File: config.mk
export PLATFORM = sky130hd
export DESIGN_NAME = cic_conveyor_decim
export DESIGN_NICKNAME = d
export VERILOG_FILES = /design/src/rtl/cic_decim_pkg.sv /design/src/rtl/cic_rate_ctrl.sv /design/src/rtl/cic_integrator_bank.sv /design/src/rtl/cic_conveyor.sv /design/src/rtl/cic_shared_comb.sv /design/src/rtl/cic_conveyor_decim.sv
export SDC_FILE = /design/constraint.sdc
export NUM_CORES = 1
export LEC_CHECK = 0
export CORE_MARGIN = 2
export CORE_UTILIZATION = 57
export CTS_BUF_LIST = sky130_fd_sc_hd__clkbuf_8
export CTS_CLUSTER_DIAMETER = 120
export CTS_CLUSTER_SIZE = 28
export DETAILED_ROUTE_END_ITERATION = 16
export DONT_BUFFER_PORTS = 1
export GPL_TIMING_DRIVEN = 0
export PLACE_DENSITY = 0.72
export SKIP_CTS_REPAIR_TIMING = 1
export SLEW_MARGIN = 20
export SYNTH_ARGS = -nofsm -noshare
export SYNTH_HDL_FRONTEND = slang
export SYNTH_SLANG_ARGS = --single-unit
File: constraint.sdc
create_clock -name clk -period 5.9 [get_ports clk]
set_input_delay 0.885 -clock clk [delete_from_list [all_inputs] [get_ports clk]]
set_output_delay 0.885 -clock clk [all_outputs]
set_load 0.02 [all_outputs]
File: src/rtl/cic_decim_pkg.sv
package cic_decim_pkg;

    // Width of an index that names one of n items.
    function automatic int idx_bits(input int n);
        return (n <= 1) ? 1 : $clog2(n);
    endfunction

    // Accumulator width: input width plus growth for the largest ratio.
    function automatic int grow_bits(input int in_w, input int ratio_w);
        return in_w + ratio_w;
    endfunction

    // Width of a counter that must hold the value n.
    function automatic int count_bits(input int n);
        return $clog2(n + 1);
    endfunction

endpackage

File: src/rtl/cic_rate_ctrl.sv
module cic_rate_ctrl #(
    parameter int NCH     = 6,
    parameter int RATIO_W = 8
) (
    input  logic               clk,
    input  logic               rst_n,
    input  logic [RATIO_W-1:0] ratio,
    output logic               load_stb
);
    typedef struct packed {
        logic [RATIO_W-1:0] cnt;
    } rc_state_t;

    localparam logic [RATIO_W-1:0] MIN_RATIO = RATIO_W'(NCH);

    rc_state_t          rc_d, rc_q;
    logic [RATIO_W-1:0] eff_ratio;
    logic               stb;

    always_comb begin
        rc_d      = rc_q;
        eff_ratio = (ratio < MIN_RATIO) ? MIN_RATIO : ratio;
        stb       = (rc_q.cnt >= (eff_ratio - 1'b1));
        if (stb) begin
            rc_d.cnt = '0;
        end else begin
            rc_d.cnt = rc_q.cnt + 1'b1;
        end
    end

    always_ff @(posedge clk or negedge rst_n) begin
        if (!rst_n) begin
            rc_q <= '0;
        end else begin
            rc_q <= rc_d;
        end
    end

    assign load_stb = stb;

endmodule

File: src/rtl/cic_integrator_bank.sv
module cic_integrator_bank #(
    parameter int NCH   = 6,
    parameter int IN_W  = 16,
    parameter int ACC_W = 24
) (
    input  logic                  clk,
    input  logic                  rst_n,
    input  logic [NCH*IN_W-1:0]   in_data,
    output logic [NCH*ACC_W-1:0]  acc_flat
);
    localparam int EXT_W = ACC_W - IN_W;

    typedef struct packed {
        logic [NCH-1:0][ACC_W-1:0] acc;
    } ib_state_t;

    ib_state_t                 ib_d, ib_q;
    logic [NCH-1:0][ACC_W-1:0] lane_ext;

    for (genvar c = 0; c < NCH; c++) begin : g_lane
        logic [IN_W-1:0] lane;
        assign lane        = in_data[c*IN_W +: IN_W];
        assign lane_ext[c] = {{EXT_W{lane[IN_W-1]}}, lane};
    end

    always_comb begin
        ib_d = ib_q;
        for (int c = 0; c < NCH; c++) begin
            ib_d.acc[c] = ib_q.acc[c] + lane_ext[c];
        end
    end

    always_ff @(posedge clk or negedge rst_n) begin
        if (!rst_n) begin
            ib_q <= '0;
        end else begin
            ib_q <= ib_d;
        end
    end

    assign acc_flat = ib_q.acc;

endmodule

File: src/rtl/cic_conveyor.sv
module cic_conveyor
    import cic_decim_pkg::*;
#(
    parameter int NCH   = 6,
    parameter int ACC_W = 24,
    parameter int CH_W  = 3
) (
    input  logic                 clk,
    input  logic                 rst_n,
    input  logic                 load,
    input  logic [NCH*ACC_W-1:0] acc_flat,
    output logic [ACC_W-1:0]     head,
    output logic                 head_valid,
    output logic [CH_W-1:0]      head_chan
);
    localparam int LEFT_W = count_bits(NCH);

    typedef struct packed {
        logic [NCH-1:0][ACC_W-1:0] slot;
        logic [LEFT_W-1:0]         left;
    } cv_state_t;

    cv_state_t cv_d, cv_q;

    always_comb begin
        cv_d = cv_q;
        if (load) begin
            cv_d.slot = acc_flat;
            cv_d.left = LEFT_W'(NCH);
        end else begin
            for (int i = 0; i < NCH - 1; i++) begin
                cv_d.slot[i] = cv_q.slot[i+1];
            end
            cv_d.slot[NCH-1] = '0;
            if (cv_q.left != '0) begin
                cv_d.left = cv_q.left - 1'b1;
            end
        end
    end

    always_ff @(posedge clk or negedge rst_n) begin
        if (!rst_n) begin
            cv_q <= '0;
        end else begin
            cv_q <= cv_d;
        end
    end

    assign head       = cv_q.slot[0];
    assign head_valid = (cv_q.left != '0);
    assign head_chan  = CH_W'(NCH) - CH_W'(cv_q.left);

endmodule

File: src/rtl/cic_shared_comb.sv
module cic_shared_comb #(
    parameter int NCH   = 6,
    parameter int ACC_W = 24,
    parameter int CH_W  = 3
) (
    input  logic             clk,
    input  logic             rst_n,
    input  logic [ACC_W-1:0] head,
    input  logic             head_valid,
    input  logic [CH_W-1:0]  head_chan,
    output logic [ACC_W-1:0] out_data,
    output logic             out_valid,
    output logic [CH_W-1:0]  out_chan
);
    typedef struct packed {
        logic [NCH-1:0][ACC_W-1:0] hist;
        logic [ACC_W-1:0]          data;
        logic                      valid;
        logic [CH_W-1:0]           chan;
    } cb_state_t;

    cb_state_t cb_d, cb_q;

    always_comb begin
        cb_d       = cb_q;
        cb_d.valid = head_valid;
        if (head_valid) begin
            // The history advances only on stream beats, so its far end
            // always holds the same channel one period earlier.
            cb_d.data    = head - cb_q.hist[NCH-1];
            cb_d.chan    = head_chan;
            cb_d.hist[0] = head;
            for (int i = 1; i < NCH; i++) begin
                cb_d.hist[i] = cb_q.hist[i-1];
            end
        end
    end

    always_ff @(posedge clk or negedge rst_n) begin
        if (!rst_n) begin
            cb_q <= '0;
        end else begin
            cb_q <= cb_d;
        end
    end

    assign out_data  = cb_q.data;
    assign out_valid = cb_q.valid;
    assign out_chan  = cb_q.chan;

endmodule

File: src/rtl/cic_conveyor_decim.sv
module cic_conveyor_decim
    import cic_decim_pkg::*;
#(
    parameter int NCH     = 6,
    parameter int IN_W    = 16,
    parameter int RATIO_W = 8,
    localparam int ACC_W  = grow_bits(IN_W, RATIO_W),
    localparam int CH_W   = idx_bits(NCH)
) (
    input  logic                clk,
    input  logic                rst_n,
    input  logic [NCH*IN_W-1:0] in_data,
    input  logic [RATIO_W-1:0]  ratio,
    output logic [ACC_W-1:0]    out_data,
    output logic                out_valid,
    output logic [CH_W-1:0]     out_chan
);
    logic                 load_stb;
    logic [NCH*ACC_W-1:0] acc_flat;
    logic [ACC_W-1:0]     head;
    logic                 head_valid;
    logic [CH_W-1:0]      head_chan;

    cic_rate_ctrl #(.NCH(NCH), .RATIO_W(RATIO_W)) u_rate (
        .clk      (clk),
        .rst_n    (rst_n),
        .ratio    (ratio),
        .load_stb (load_stb)
    );

    cic_integrator_bank #(.NCH(NCH), .IN_W(IN_W), .ACC_W(ACC_W)) u_integ (
        .clk      (clk),
        .rst_n    (rst_n),
        .in_data  (in_data),
        .acc_flat (acc_flat)
    );

    cic_conveyor #(.NCH(NCH), .ACC_W(ACC_W), .CH_W(CH_W)) u_conv (
        .clk        (clk),
        .rst_n      (rst_n),
        .load       (load_stb),
        .acc_flat   (acc_flat),
        .head       (head),
        .head_valid (head_valid),
        .head_chan  (head_chan)
    );

    cic_shared_comb #(.NCH(NCH), .ACC_W(ACC_W), .CH_W(CH_W)) u_comb (
        .clk        (clk),
        .rst_n      (rst_n),
        .head       (head),
        .head_valid (head_valid),
        .head_chan  (head_chan),
        .out_data   (out_data),
        .out_valid  (out_valid),
        .out_chan   (out_chan)
    );

endmodule

==> Word level (Yosys, flattened, before mapping) <==
Cells that the tools add are included.
{ "totals": {"ff_bits": 471, "input_bits": 106, "output_inout_bits": 28, "wordCells": 42} }
{ "classes": {"addsub": 11, "n_lt_le_gt_ge": 2, "mux": 4, "n_reduce_logical": 2} }
{ "ops": {"columns": ["operator", "n"], "rows": [
  ["$mux W147", 1],
  ["$add A24 B24 Y24", 6],
  ["$sub A24 B24 Y24", 1],
  ["$mux W8", 2],
  ["$add A8 B1 Y8 const B", 1],
  ["$ge A8 B8 Y1", 1],
  ["$lt A8 B3 Y1 const B", 1],
  ["$sub A8 B1 Y8 const B", 1],
  ["$mux W3", 1],
  ["$reduce_bool A3 Y1", 1],
  ["$sub A3 B1 Y3 const B", 1],
  ["$sub A3 B3 Y3 const A", 1],
  ["$reduce_bool A2 Y1", 1]
]} }

==> Depth between registers and ports, before layout <==
{ "logic_depth": {"depth_word": 5, "depth_mapped": 15, "ltp_nobuf": 13} }

==> By module <==
From an unflattened synthesis, not the netlist that was laid out.
{ "unflattened": {"hier_cells": 2049, "area_unflattened_um2": 24359.6} }
{ "modules_own_cells": {"columns": ["module", "instances", "cells_each", "area_per_inst_um2", "seq_area_each_um2"], "rows": [
  ["cic_integrator_bank", 1, 994, 9968.3, 3603.5],
  ["cic_shared_comb", 1, 637, 7793.7, 4304.1],
  ["cic_conveyor", 1, 350, 5944.5, 3678.5],
  ["cic_rate_ctrl", 1, 68, 653.1, 200.2]
]} }

==> Worst setup path before layout <==
OpenSTA, ideal clock, no wires.
{ "synth_timing": {"path_type": "in2reg", "startpoint": "input port ratio[6]", "endpoint": "register u_conv.cv_q[108] (netlist bit)", "setup_ns": 0.128, "t_arrival_ns": 3.607, "required_ns": 5.772, "setup_slack_ns": 2.165, "path_stages": 15, "path_buffers": 2, "cell_sequence": "or4_1 -> nor2_1 -> nand2_1 -> nand2_1 -> ha_1 -> ha_1 -> a21o_1 -> a21o_1 -> a21oi_1 -> nor2b_1 -> o21ai_1 -> a211o_1 -> buf_2 -> buf_4 -> mux2_1"} }
{ "synth_rtl": {"columns": ["item", "line_no", "text"], "rows": [
  ["from (decl)", "cic_conveyor_decim.sv:13", "input logic [RATIO_W-1:0] ratio,"],
  ["to (signal assigned)", "cic_conveyor.sv:45", "cv_q <= cv_d;"],
  ["to (decl)", "cic_conveyor.sv:23", "cv_state_t cv_d, cv_q;"]
]} }

==> Final worst setup path <==
{ "layout_timing": {"startpoint": "input port ratio[6]", "endpoint": "register u_conv.cv_q[1] (netlist bit)"} }
{ "layout_between": {"elab_chain_len": 5, "elab_cells_between_ends": 6, "cone_classes": "add/sub: 1; order compare: 2; mux: 2; reduce/logical: 1"} }
{ "layout_rtl": {"columns": ["item", "line_no", "text"], "rows": [
  ["$lt A8 B3 Y1", "cic_rate_ctrl.sv:22", "eff_ratio = (ratio < MIN_RATIO) ? MIN_RATIO : ratio;"],
  ["$mux W8 (*)", "cic_rate_ctrl.sv:22", null],
  ["$sub A8 B1 Y8 (*)", "cic_rate_ctrl.sv:23", "stb = (rc_q.cnt >= (eff_ratio - 1'b1));"],
  ["$ge A8 B8 Y1 (*)", "cic_rate_ctrl.sv:23", null],
  ["$mux W147 or $reduce_bool A2 Y1 (tied branches)", null, null]
]} }
Every way passes the cells marked *; elsewhere a longest branch is shown, timed or not.
A chain may end at the register's enable or synchronous reset.

==> impl_results.md <==
- Outcome: finished, violations left
- Failing checks: slew limit
- IO Count: 134
- Lkg Pwr: 12.6 nW
- Synth top area share: 0.487
- Fmax: 266 MHz
- Yosys warns: 0
- FF-to-FF setup slack: 2.86 ns
- Clock root cell: clkbuf_8
- Post-Syn Area: 24,200 um2
- Top Layer Used: met4
- # Max-Cap Violations: 0
- Worst Clk Skew: 0.0223 ns
- Worst slew margin: -0.00951
- Placed cells: 2,909
- Critical R2R Launch: u_rate.rc_q[0]
- HPWL Detailed: 38,800 um
- Most common cell after layout, fill and taps aside: nand2_1
- Async S/R FF share, synth: 1.00
- Worst skew pair latency: 0.61 ns
- Post-synthesis xor/xnor area fraction: 0.0543
- Final hold vios: 0
- RSZ-0062 raised after global routing: no
- Placer Congestion: 0.917
- Core Footprint: 41,900 um2
- # DRC: 0
- Synthesized netlist cell count: 2,370
- Worst Setup SP: ratio[6]
- N_diodes: 0
- Synth Area in Compound Gates: 0.129
- Share of layout cells above drive strength 1: 0.0401
- Layout area overhead: 4.24%
- CTS buffer count: 20
- Setup TNS: 0 ns
- Mux share of post-synthesis cell area: 0.0572
- Row count: 75
- Area leader, netlist: dfrtp_1
- Met3 WL post-DR: 2130 um
- Seq cells post-synth: 471
- Drt via density: 5.64
- Largest net degree at the start of global routing: 472
- Post-Layout Cell Count: 2,933
- Synthesized Nets: 2,657
- Fin crit period: 3.76 ns
- Number of fill cells in the layout: 3,502
- Worst-path clk slew: 0.15 ns
- Worst path buffer plus inverter count: 2
- Slowest-stage cell, CP: or4_1
- Critical Path AT: 4.23 ns
- Initial antenna violation count: 0
- Main combinational cell family by area after synthesis: simple AND/OR/NAND/NOR gates
- Number of global-route vias before repair: 16,649
- Synth area leaders: dfrtp_1 49%, ha_1 9.0%, nand2_1 7.5%
- Met2 wire length: 24,900 um
- Drt wl/cell: 17.6 um
- Synth Area in Adders: 0.0958
- M1 WL: 22,600 um
- GR Util All Layers: 0.239
- Tightest Hold Check Type: input port to async pin
- Startpoint class of the critical path: input port
- # port buffers: 0
- Ys flop type: dfrtp_1
- Reg2reg path depth: 12
- Clock buffer depth: 3
- First-pass GRT wire length: 84,800 um
- Critical R2R Capture: u_conv.cv_q[1]
- Post-synth EDFFs: 0
- Power Density: 567 nW/um2
- H-Tree Depth: 1
- Sink Count: 471
- Die Width: 210 um
- Max VDD drop: 0.000319 V
- Gr ovfl total: 0
- Final setup fails: 0
- Commonest non-fill, non-tap cells in the layout: 483 x nand2_1, 471 x dfrtp_1, 174 x ha_1
- DR iter-0 viols: 1,074
- Family with the most delay on the worst path: compound AO/OA/AOI/OAI gates
- CP Capture Type: flop
- DRT Pass-1 Iters: 5
- Antenna-violating nets left: 0
- Register area share after synthesis: 0.487
- Critical path required time: 6.36 ns
- Die ar.: 44,100 um2
- Syn Area/Cell: 10.2 um2
- Max-slew violations: 48
- Crit Path Category: input port to flop
- Post-synthesis simple-gate area fraction: 0.141
- Routed WL: 51,600 um
- Chip height: 210 um
- Via count: 16,531
- Post-synthesis cell type count: 86
- Crit path max fanout: 10
- TritonCTS clock tree: done
- Nets: 2,680
- Tcrit/Tclk final: 0.638
- Worst path cell trace: or4_1 > nor2_1 > nand2_1 > nand2_1 > ha_1 > ha_1 > a21o_1 > a21o_1 > a21oi_1 > nor2b_1 > o21ai_1 > a211o_1 > buf_2 > clkbuf_1 > o211ai_1
- Max incr delay on CP: 0.54 ns
- Slew at the pin closest to its max-slew limit: 1.51 ns
- Initial core utilization: 0.577
==> cell usage after synthesis (5+ instances only) <==
cell type,count
xnor2_1,99
and3_1,14
nor3_1,21
inv_1,80
o21bai_1,15
nor2_1,93
nor2b_1,40
or3_1,9
a41oi_1,5
o21ai_0,78
nand3_1,33
a2111oi_0,7
a21o_1,79
clkbuf_1,55
mux2_1,120
o211ai_1,8
buf_1,7
ha_1,174
o221ai_1,6
and2_1,15
a211oi_1,11
o21a_1,19
a21oi_1,139
buf_4,39
nand2_1,483
o31ai_1,6
fa_1,7
nand4_1,20
nand2b_1,25
a31oi_1,14
xor2_1,51
nor4_1,8
o21ai_1,34
buf_2,5
dfrtp_1,471
==> registers in the layout, summed over array words and instances (netlist names) <==
register and flops:
u_conv.cv_q 123, u_comb.out_valid 1, u_rate.rc_q 8, u_integ.acc_flat 144, u_comb.out_chan 3, u_conv.head 24
u_comb.out_data 24, u_comb.cb_q 144
==> report_power, final <==
part           internal (mW)  switching [mW]
clock                  0.371           0.916
combinational           3.25            4.34
sequential              4.63           0.793
==> worst reg2reg max path, cell delays in order, from the launching register on <==
cell and delay, ns:
dfrtp_1 0.43, inv_1 0.09, ha_1 0.28, nand2b_1 0.14
a21o_1 0.18, a21o_1 0.17, a21oi_1 0.14, nor2b_1 0.06
o21ai_1 0.12, a211o_1 0.21, buf_2 0.37, clkbuf_1 0.51
o211ai_1 0.17
==> cell type report <==
| cell class | instances | area (um2) | share of cell area |
|---|---|---|---|
| flip-flops and latches | 471 | 11800 | 0.468 |
| multi-input cells | 1711 | 11500 | 0.458 |
| well taps | 539 | 674 | 0.0268 |
| plain buffers | 107 | 556 | 0.0220 |
| inverters | 81 | 304 | 0.0121 |
| clock buffers | 21 | 289 | 0.0115 |
| clock inverters | 2 | 33.8 | 0.00134 |
| repair buffers | 1 | 27.5 | 0.00109 |
==> how the worst max path moves through the flow <==
stage	endpoint	slack, ns	cells after the start
floorplan	u_conv.cv_q[108]	2.17	15
global placement	u_conv.cv_q[1]	1.49	15
detailed placement	u_conv.cv_q[1]	1.39	15
CTS	u_conv.cv_q[1]	2.07	15
global route	u_conv.cv_q[1]	1.97	15
finish	u_conv.cv_q[1]	2.14	15
==> routing by layer <==
layer,vias to the layer above,global-route usage
li1,8133,-
met5,-,0
met4,0,0.0797
met1,8021,0.314
met2,302,0.412
met3,75,0.0341
==> cells by family (layout without fill, tap and decap cells) <==
family / count (synthesis) / count (layout)
XOR/XNOR: 150 / 150
flip-flops: 471 / 471
multiplexers: 123 / 123
buffers and inverters: 188 / 212
adder cells (fa/ha/maj): 181 / 181
AO/OA/AOI/OAI: 477 / 477
AND/OR/NAND/NOR: 780 / 780
==> through the flow <==
| stage | total power [mW] | hold slack [ns] | utilization | instance area [um2] | setup slack [ns] |
|---|---|---|---|---|---|
| CTS | 14.3 | -0.0807 | 0.600 | 25200 | 2.07 |
| detailed placement | 13.0 | 0.449 | 0.593 | 24900 | 1.39 |
| global placement | 12.7 | 0.447 | 0.593 | 24900 | 1.49 |
| global route | 15.5 | -0.0372 | 0.601 | 25200 | 1.97 |
| finish | 14.3 | 0.0369 | 0.601 | 25200 | 2.14 |
| floorplan | 11.2 | 0.439 | - | 24200 | 2.17 |
Note: power is estimated with default switching activity, not from simulation.
